### src/rtl/dm_add_pkg.sv
package dm_add_pkg;
  parameter int DIGIT_W = 4;
  localparam int DEC_MAX = 9;
  localparam int DEC_FIX = 6;

  function automatic logic fa_sum(input logic x, input logic y, input logic c);
    return x ^ y ^ c;
  endfunction

  function automatic logic fa_carry(input logic x, input logic y, input logic c);
    return (x & y) | (c & (x ^ y));
  endfunction

  // decimal overflow: carry out of the top bit, or a 4-bit value above nine
  function automatic logic dec_over(input logic [DIGIT_W-1:0] raw, input logic c_top);
    return c_top | (raw > DIGIT_W'(DEC_MAX));
  endfunction

  function automatic logic [DIGIT_W-1:0] dec_adjust(input logic [DIGIT_W-1:0] raw);
    return raw + DIGIT_W'(DEC_FIX);
  endfunction
endpackage

### src/rtl/dm_fa_slice.sv
module dm_fa_slice
  import dm_add_pkg::*;
(
  input  logic x_i,
  input  logic y_i,
  input  logic c_i,
  output logic s_o,
  output logic c_o
);
  assign s_o = fa_sum(x_i, y_i, c_i);
  assign c_o = fa_carry(x_i, y_i, c_i);
endmodule

### src/rtl/dm_ripple_add.sv
module dm_ripple_add
  import dm_add_pkg::*;
#(
  parameter int W = DIGIT_W
) (
  input  logic [W-1:0] x_i,
  input  logic [W-1:0] y_i,
  input  logic         c_i,
  output logic [W-1:0] s_o,
  output logic         c_o
);
  logic [W:0] chain_w;

  assign chain_w[0] = c_i;

  for (genvar g = 0; g < W; g++) begin : g_slice
    dm_fa_slice u_slice (
      .x_i (x_i[g]),
      .y_i (y_i[g]),
      .c_i (chain_w[g]),
      .s_o (s_o[g]),
      .c_o (chain_w[g+1])
    );
  end

  assign c_o = chain_w[W];
endmodule

### src/rtl/dm_dec_fix.sv
module dm_dec_fix
  import dm_add_pkg::*;
(
  input  logic [DIGIT_W-1:0] raw_i,
  input  logic               raw_c_i,
  input  logic               dec_i,
  output logic [DIGIT_W-1:0] sum_o,
  output logic               cout_o,
  output logic               fix_o
);
  logic over_w;

  assign over_w = dec_over(raw_i, raw_c_i);
  assign fix_o  = dec_i & over_w;
  assign sum_o  = fix_o ? dec_adjust(raw_i) : raw_i;
  assign cout_o = dec_i ? fix_o : raw_c_i;

  always_comb begin
    AST_FIX_FORCES_CARRY: assert (!fix_o || cout_o) else $error("correction without carry");
  end
endmodule

### src/rtl/dm_digit_adder.sv
module dm_digit_adder
  import dm_add_pkg::*;
(
  input  logic [3:0] a_i,
  input  logic [3:0] b_i,
  input  logic       cin_i,
  input  logic       mode_i,
  output logic [3:0] sum_o,
  output logic       cout_o
);
  localparam int W = DIGIT_W;

  logic [W-1:0] raw_sum_w;
  logic         raw_carry_w;
  logic         fix_w;
  logic         ops_dec_w;
  logic [W:0]   total_w;

  dm_ripple_add #(.W(W)) u_add (
    .x_i (a_i),
    .y_i (b_i),
    .c_i (cin_i),
    .s_o (raw_sum_w),
    .c_o (raw_carry_w)
  );

  dm_dec_fix u_fix (
    .raw_i   (raw_sum_w),
    .raw_c_i (raw_carry_w),
    .dec_i   (mode_i),
    .sum_o   (sum_o),
    .cout_o  (cout_o),
    .fix_o   (fix_w)
  );

  assign ops_dec_w = (a_i <= W'(DEC_MAX)) && (b_i <= W'(DEC_MAX));
  assign total_w   = {1'b0, a_i} + {1'b0, b_i} + {{W{1'b0}}, cin_i};

  always_comb begin
    AST_BIN_EXACT: assert (mode_i || ({cout_o, sum_o} == total_w)) else $error("binary total mismatch");
    AST_BCD_DIGIT: assert (!(mode_i && ops_dec_w) || (sum_o <= W'(DEC_MAX))) else $error("decimal digit out of range");
    AST_BCD_CARRY: assert (!(mode_i && ops_dec_w) || (cout_o == (total_w >= (W+1)'(10)))) else $error("decimal carry wrong");
    AST_BCD_PASS: assert (!(mode_i && !raw_carry_w && raw_sum_w <= W'(DEC_MAX)) || (sum_o == raw_sum_w && !cout_o)) else $error("small decimal sum altered");
    AST_BIN_NO_FIX: assert (mode_i || (sum_o == raw_sum_w && !fix_w)) else $error("correction in binary mode");
  end
endmodule

### config.mk
export PLATFORM = sky130hd
export DESIGN_NAME = dm_digit_adder
export DESIGN_NICKNAME = d
export VERILOG_FILES = /design/src/rtl/dm_add_pkg.sv /design/src/rtl/dm_fa_slice.sv /design/src/rtl/dm_ripple_add.sv /design/src/rtl/dm_dec_fix.sv /design/src/rtl/dm_digit_adder.sv
export SDC_FILE = /design/constraint.sdc
export NUM_CORES = 1
export LEC_CHECK = 0
export BUFFER_PORTS_ARGS = -buffer_cell sky130_fd_sc_hd__buf_2
export CAP_MARGIN = 20
export CORE_AREA = 4 4 41 43
export DETAILED_ROUTE_END_ITERATION = 8
export DIE_AREA = 0 0 45 47
export GPL_ROUTABILITY_DRIVEN = 0
export SLEW_MARGIN = 20
export SYNTH_ARGS = -nofsm -noshare
export SYNTH_HDL_FRONTEND = slang
export SYNTH_SLANG_ARGS = --single-unit
### constraint.sdc
create_clock -name vclk -period 5.67
set_clock_uncertainty 0.15 [all_clocks]
set_input_delay 1.134 -clock vclk [all_inputs]
set_output_delay 1.134 -clock vclk [all_outputs]
set_load 0.02 [all_outputs]
==> results by group, run 1 <==
Setup path
  • Slowest CP cell: fa_1
  • Max Fanout on Critical Path: 6
  • Worst path bufs/invs: 5
  • Crit Path Category: in2out
  • Critical Path Sink Type: primary output
  • CP Data Required Time: 4.39 ns
  • Top delay family on crit path: adder cells
  • CP cell instances: buf_2, fa_1, inv_1, fa_1, inv_1, fa_1, inv_1, fa_1, a21boi_2, nor2_1, a31o_1, buf_2
  • Startpoint Class: input pin
  • Worst path most repeated cell: fa_1
  • Crit-path max cell delay: 0.49 ns
  • Crit path DAT: 3.42 ns

Synth
  • Syn_nets: 43
  • Largest family of logic cells by synthesized area: adder cells
  • Synth Area in Compound Gates: 26.2%
  • Simple-Gate Fraction of Synth Area: 13.4%
  • Distinct cell type count after synthesis: 13
  • Commonest cells in the netlist: inv_1 (8), fa_1 (4), a21oi_1 (3), nand2b_1 (3), o21ai_1 (2)
  • Synthesized cell area: 215 µm²
  • Post-synthesis mux area share: 0%
  • Post-Synth XOR/XNOR Area: 0%
  • Adder-Cell Fraction of Synth Area: 43.0%
  • Yosys warning total: 0
  • Post-synth top area share: 37.2%
  • Most frequent cell after synthesis: inv_1
  • Post-synth top area cell: fa_1
  • Top cells by area, synth: fa_1 (37%), inv_1 (14%), nand2b_1 (8.7%)
  • Syn avg cell area: 7.69 µm²
  • Sequential cell area fraction in the yosys report: 0%
  • Post-Syn Instances: 28

Place
  • Place WS: 0.939 ns
  • # port buffers: 15
  • Placement-stage cell area: 302 µm²
  • Cell count after placement: 57
  • DP HPWL: 423 µm

Power
  • Pleak: 0.166 nW
  • PD cells: 163 nW/µm²
  • Clock power share: 0%
  • Tot Pwr: 49.1 µW
  • Int Power: 20.5 µW
  • Part of the power in registers: 0%
  • Comb power frac: 100.0%
  • Switching Share: 58.2%
  • NetSw: 28.6 µW
  • Maximum VDD drop: 0.0328 mV

Run status
  • Status: completed

Die
  • Die area: 2120 µm²
  • DIE HEIGHT: 47 µm
  • Die Wd: 45 µm
  • Io pins: 15
  • Initial core utilization: 16.5%
  • Row cnt: 13
  • Core footprint: 1300 µm²

Routing
  • Met2 WL: 189 µm
  • Vias per inst: 3.67
  • DRT iter0 DRCs: 4
  • DRT Wirelength: 421 µm
  • # DRC: 0
  • Vias post-DR: 209
  • Final ANT Viol Nets: 0
  • DR top layer: met3
  • WL met3: 56 µm
  • Initial DRT Pass Iterations: 4
  • Post-Route M1 WL: 175 µm
  • DR WL/cell: 7.39 µm

Hold path
  • Hold path depth: 3
  • HP Start: cin_i
  • Worst Hold Class: in2out
  • Hold Path End: sum_o[0]

Finish
  • Share of layout cells above drive strength 1: 38.1%
  • Nets: 59
  • Seq Cell Count: 0
  • Area delta synth->final: 40.1%
  • Fill count: 161
  • Clock buffer count: 0
  • Final core occ: 23.2%
  • Final Non-Filler Cells: 57
  • Final Cell Area: 302 µm²
  • N_diodes: 0
  • Sequential Area: 0 µm²

GRT
  • Total track usage: 4.35%
  • First-pass GRT wire length: 738 µm
  • Largest net degree at the start of global routing: 7
  • Grt ovf: 0
  • Antenna violations before repair: 0
  • Vias in the first global route: 190

Clock tree
  • Postcts setup bufs: 0
  • Post-CTS Hold Fix Bufs: 0
  • PostCTS Resize Cnt: 0

Timing
  • Setup repair after global routing missed its margin: false
  • Final setup vio count: 0
  • Worst Tran Pin Value: 0.205 ns
  • Hold_ws: 2.49 ns
  • Hold Vio Cnt, Final: 0
  • Final worst slack: 0.965 ns
  • Min cycle time layout: 4.70 ns
  • Fmax: 213 MHz
  • Max Transition Viols Final: 0
  • Slew Limit Headroom: 86.3%
  • Crit share post-route: 83.0%
  • Setup TNS: 0 ns

Flow run
  • Max Cap Viol: 0
## final cells by class
| type | count | area, µm² | area share, % |
|---|---|---|---|
| multi-input cells | 19 | 178 | 58.9 |
| repair buffers | 15 | 75.1 | 24.9 |
| inverters | 8 | 30.0 | 9.96 |
| well taps | 15 | 18.8 | 6.22 |
## cell usage in the layout (no fill, tap or decap)
cell	n
buf_2	15
inv_1	8
fa_1	4
a21oi_1	3
nand2b_1	3
o21ai_1	2
a21boi_2	1
o21ai_0	1
nor2_1	1
a31o_1	1
nor2b_1	1
o22ai_1	1
ha_1	1
## cells by family (layout without fill, tap and decap cells)
| family | after synthesis | count (layout) |
|---|---|---|
| AOI/OAI and AO/OA | 9 | 9 |
| and+or+nand+nor | 5 | 5 |
| buffers and inverters | 9 | 23 |
| adders and majority gates | 5 | 5 |
## layer usage
layer  GRT usage, %  vias up
met1           5.48       86
met2           8.19        8
li1               -      115
met5              0        -
met4              0        0
met3          0.766        0
## power groups by stage
stage | combinational, mW | clock [mW] | sequential (mW)
after detailed placement | 0.0502 | 0 | 0
final | 0.0491 | 0 | 0
after global routing | 0.0564 | 0 | 0
after CTS | 0.0502 | 0 | 0
after global placement | 0.0495 | 0 | 0
after floorplan | 0.0362 | 0 | 0
## tightest hold or removal path: cells and delay by family
family,cells,cell delay [ns]
buffers and inverters,2,0.23
adder cells (fa/ha/maj),1,0.14
## worst max-delay path by stage
stage,from,to,slack (ns),cells past startpoint
finish,a_i[0],sum_o[1],0.97,12
global route,a_i[0],sum_o[2],0.81,12
CTS,a_i[0],sum_o[2],0.94,12
detailed placement,a_i[0],sum_o[2],0.94,12
global placement,a_i[0],sum_o[1],0.96,12
floorplan,a_i[0],sum_o[2],1.12,10
(Power assumes the default switching activity.)
==> run 2, diff against run 1 <==
Clock period 5.67 ns to 3.9 ns, I/O delays scaled along.
==> run 2 against run 1 <==
Against the previous run:
- sequential share of layout area unchanged
- global-route usage increased by 1.5 points
- die area unchanged
- combinational power increased by 89%
- non-clock buffer count increased by 2
- worst setup slack got worse by 0.94 ns
- via count increased by 14%
- core utilization increased by 3.5 points
- flip-flop and latch count unchanged
- cell area increased by 15%
- first-iteration DRC count decreased by 100%
- largest cell class unchanged
==> results by group, run 2 (synthesis gave the netlist of run 1 again) <==
Run status
  • Status: completed

Finish
  • Share of layout cells above drive strength 1: 59.1%
  • Most frequent cells in the layout: buf_2 (12), inv_1 (6), buf_4 (4)
  • Fill count: 154
  • Clock buffer count: 0
  • N_diodes: 0
  • Sequential Area: 0 µm²
  • Most common cell after layout, fill and taps aside: buf_2
  • Seq Cell Count: 0
  • Final core occ: 26.6%
  • Area delta synth->final: 61.0%
  • Nets: 61

Routing
  • Vias post-DR: 239
  • # DRC: 0
  • DRT iter0 DRCs: 0
  • Final ANT Viol Nets: 0
  • DR WL/cell: 10.0 µm
  • DRT Wirelength: 590 µm
  • Initial DRT Pass Iterations: 1
  • Vias per inst: 4.05

Timing
  • Final setup vio count: 0
  • Hold Vio Cnt, Final: 0
  • Setup TNS: 0 ns
  • Fmax: 258 MHz
  • Crit share post-route: 99.4%
  • Max Transition Viols Final: 0
  • Hold_ws: 1.83 ns
  • Min cycle time layout: 3.88 ns
  • Worst Tran Pin Value: 0.196 ns
  • Slew Limit Headroom: 86.9%
  • Setup repair after global routing missed its margin: true

GRT
  • Vias in the first global route: 245
  • First-pass GRT wire length: 938 µm
  • Routing usage on met2: 13.0%
  • Most congested layer reported by global routing: met2
  • Antenna violations before repair: 0
  • Grt ovf: 0
  • Largest net degree at the start of global routing: 7
  • M3 GR Usage: 0.383%
  • Met1 Usage GRT: 6.16%
  • Total track usage: 5.85%

Power
  • Clock power share: 0%
  • Tot Pwr: 92.8 µW
  • Maximum VDD drop: 0.0698 mV
  • Comb power frac: 100.0%
  • PD cells: 268 nW/µm²
  • NetSw: 49.2 µW
  • Pleak: 0.176 nW
  • Part of the power in registers: 0%
  • Switching Share: 53.0%
  • Int Power: 43.6 µW

Place
  • # port buffers: 15
  • DP HPWL: 526 µm

Die
  • Die area: 2120 µm²
  • Row cnt: 13
  • Core footprint: 1300 µm²
  • DIE HEIGHT: 47 µm
  • Io pins: 15
  • Die Wd: 45 µm
  • Initial core utilization: 16.5%

Setup path
  • Max Fanout on Critical Path: 5
  • Startpoint Class: input pin
  • CP Data Required Time: 2.97 ns
  • CP cell instances: buf_2, fa_2, inv_2, fa_1, inv_1, fa_2, inv_2, fa_2, a21boi_2, nor2_1, a31o_1, buf_6
  • Crit path DAT: 2.95 ns
  • Worst path most repeated cell: fa_2
  • Crit-path max cell delay: 0.48 ns
  • Crit Path Category: in2out
  • Slowest CP cell: fa_2
  • Critical Path Sink Type: primary output

Hold path
  • Worst Hold Class: in2out

Clock tree
  • Post-CTS Hold Fix Bufs: 0

Flow run
  • Max Cap Viol: 0
run 2: changes by cell type in the layout (fill, tap and decap cells not counted), sizes merged:
| cell | before | now |
|---|---|---|
| buf | 15 | 17 |
run 2: repair_timing:
action | CTS | global route
pin swaps | 3 | 2
setup buffers | 0 | 1
gates resized for setup | 8 | 5
endpoints found under the setup margin | 3 | 3
run 2: metal layers:
metal  up-vias  routed length (µm)  share of wire (%)
li1        119                   -                  -
met1       112                 201                 34
met2         8                 347                 59
met3         0                  41                6.9
met4         0                   0                  0
met5         -                   0                  0
run 2: worst max-delay path, delay by kind of cell:
| family | cells | cell delay, ns |
|---|---|---|
| and+or+nand+nor | 1 | 0.05 |
| AOI/OAI and AO/OA | 2 | 0.36 |
| adders and majority gates | 4 | 1.34 |
| buffers and inverters | 5 | 0.42 |
run 2: power by group through the flow:
stage / clock [mW] / combinational, mW / sequential (mW)
after CTS: 0 / 0.0837 / 0
after global placement: 0 / 0.0735 / 0
after global routing: 0 / 0.102 / 0
after detailed placement: 0 / 0.0763 / 0
final: 0 / 0.0928 / 0
after floorplan: 0 / 0.0526 / 0
run 2: layout make-up:
type               instances  area, µm²  share of cell area [%]
inverters                  8       30.0                    8.66
repair buffers            17        101                    29.2
well taps                 15       18.8                    5.42
multi-input cells         19        196                    56.7
run 2: final timing paths:
kind	start	to	slack (ns)	depth (start not counted)
worst max-delay path	cin_i	sum_o[1]	0.02	12
worst min-delay path	mode_i	cout_o	1.83	4
run 2: through the flow:
step | cell area (µm²) | cells | setup slack (ns)
finish | 347 | 59 | 0.0235
global route | 347 | 59 | -0.0584
CTS | 325 | 58 | -0.00109
detailed placement | 309 | 58 | -0.137
global placement | 309 | 58 | -0.0856
floorplan | 215 | 28 | 0.0534
==> run 3, diff against run 2 <==
Settings changed: ABC_AREA set to 1.
==> run 3 against run 2 <==
Against the previous run:
- via count down 2.1%
- cell area up 7.2%
- die area unchanged
- maximum frequency up 1.4%
- hold slack worse by 0.0097 ns
- flip-flop and latch count unchanged
- power up 12%
- combinational power up 12%
- critical endpoint is now sum_o[2]
- routed wire length down 22%
- first-iteration DRC count up 4
==> results by group, run 3 <==
Hold path
  • Worst Hold Class: in2out
  • Hold path depth: 3

Die
  • Die Wd: 45 µm
  • Die area: 2120 µm²
  • Initial core utilization: 17.3%
  • DIE HEIGHT: 47 µm
  • Io pins: 15
  • Core footprint: 1300 µm²
  • Row cnt: 13

Power
  • Clock power share: 0%
  • Pleak: 0.228 nW
  • Int Power: 50.8 µW
  • Maximum VDD drop: 0.0743 mV
  • Part of the power in registers: 0%
  • Comb power frac: 100.0%
  • Switching Share: 51.2%
  • NetSw: 53.3 µW
  • PD cells: 280 nW/µm²

GRT
  • Grt ovf: 0
  • First-pass GRT wire length: 828 µm
  • Vias in the first global route: 225
  • Largest net degree at the start of global routing: 6
  • Antenna violations before repair: 0
  • Total track usage: 4.83%

Synth
  • Most frequent cell after synthesis: inv_1
  • Post-synth top area cell: fa_1
  • Syn_nets: 50
  • Synthesized cell area: 225 µm²
  • Syn avg cell area: 6.43 µm²
  • Post-synth top area share: 35.6%
  • Distinct cell type count after synthesis: 9
  • Top cells by area, synth: fa_1 (36%), inv_1 (22%), nand2_1 (15%)
  • Commonest cells in the netlist: inv_1 (13), nand2_1 (9), fa_1 (4)
  • Yosys warning total: 0
  • Post-Syn Instances: 35
  • Sequential cell area fraction in the yosys report: 0%

Setup path
  • Startpoint Class: input pin
  • Critical Path Sink Type: primary output
  • Max Fanout on Critical Path: 5
  • Crit Path Category: in2out
  • Slowest CP cell: fa_1
  • CP cell instances: buf_6, fa_2, inv_2, fa_2, inv_2, fa_2, inv_2, fa_1, nor2_2, nand2_2, nand2_2, nand2_1, nand2_1, buf_6
  • Crit path DAT: 2.89 ns
  • Crit-path max cell delay: 0.44 ns
  • CP Data Required Time: 2.97 ns

Timing
  • Slew Limit Headroom: 90.4%
  • Worst Tran Pin Value: 0.143 ns
  • Crit share post-route: 98.0%
  • Min cycle time layout: 3.82 ns
  • Fmax: 262 MHz
  • Hold Vio Cnt, Final: 0
  • Setup repair after global routing missed its margin: true
  • Hold_ws: 1.82 ns
  • Max Transition Viols Final: 0
  • Final setup vio count: 0

Place
  • Placement-stage cell area: 312 µm²
  • DP HPWL: 424 µm
  • # port buffers: 15

Routing
  • Vias per inst: 3.55
  • DR WL/cell: 7.00 µm
  • Final ANT Viol Nets: 0
  • Vias post-DR: 234
  • # DRC: 0
  • DRT iter0 DRCs: 4
  • DRT Wirelength: 462 µm
  • Initial DRT Pass Iterations: 4

Flow run
  • Max Cap Viol: 0

Finish
  • Seq Cell Count: 0
  • Nets: 68
  • Area delta synth->final: 65.0%
  • Sequential Area: 0 µm²
  • Clock buffer count: 0
  • N_diodes: 0
  • Final core occ: 28.6%
  • Multi-input gate area: 179 µm²
  • Share of layout cells above drive strength 1: 52.9%
  • Most frequent cells in the layout: inv_1 (10), buf_2 (10), nand2_1 (8)
  • Fill count: 158
  • Final Cell Area: 372 µm²

Run status
  • Status: completed
## run 3: per-stage QoR
step                instances  TNS [ns]  total power, mW  setup WS [ns]
detailed placement         64    -0.244           0.0798        -0.0830
CTS                        65         0           0.0921         0.0254
global placement           64    -0.124           0.0785        -0.0427
global route               66    -0.167            0.118        -0.0637
finish                     66         0            0.104         0.0787
floorplan                  35         0           0.0583          0.193
## run 3: logic make-up (layout without fill, tap and decap cells)
group	Yosys count	count (layout)	share of synthesized area, %
AND/OR/NAND/NOR	15	15	30.0
buffers and inverters	14	30	25.0
XOR/XNOR	1	1	3.89
adder cells (fa/ha/maj)	5	5	41.1
## run 3: what timing repair did
item,in CTS,in global routing
setup endpoints to repair,3,3
hold buffers,0,0
buffers inserted,1,1
gates resized for setup,8,9
pin swaps,4,3
## run 3: power by group through the flow
stage | Sequential (mW) | Combinational, mW | Clock (mW)
finish | 0 | 0.104 | 0
global route | 0 | 0.118 | 0
CTS | 0 | 0.0921 | 0
detailed placement | 0 | 0.0798 | 0
global placement | 0 | 0.0785 | 0
floorplan | 0 | 0.0583 | 0
## run 3: cell type report
type	instances	share of cell area, %
inverter	13	13.1
multi-input combinational	21	48.1
tap	15	5.05
timing repair buffer	17	33.7
## run 3: layer usage
metal  up-vias  wire [µm]  global-route usage (%)
li1        127          -                       -
met5         -          0                       0
met2         7        235                    9.60
met3         0         35                       0
met1       100        191                    6.16
met4         0          0                       0
## run 3: path summary, 6_finish.rpt
path | from | end | slack, ns
setup / recovery | cin_i | sum_o[2] | 0.08
hold / removal | cin_i | sum_o[0] | 1.82
## run 3: worst max-delay path: cells and delay by family
kind / cells / cell delay (ns)
adder cells (fa/ha/maj): 4 / 1.32
AND/OR/NAND/NOR: 5 / 0.43
buffers and inverters: 5 / 0.38
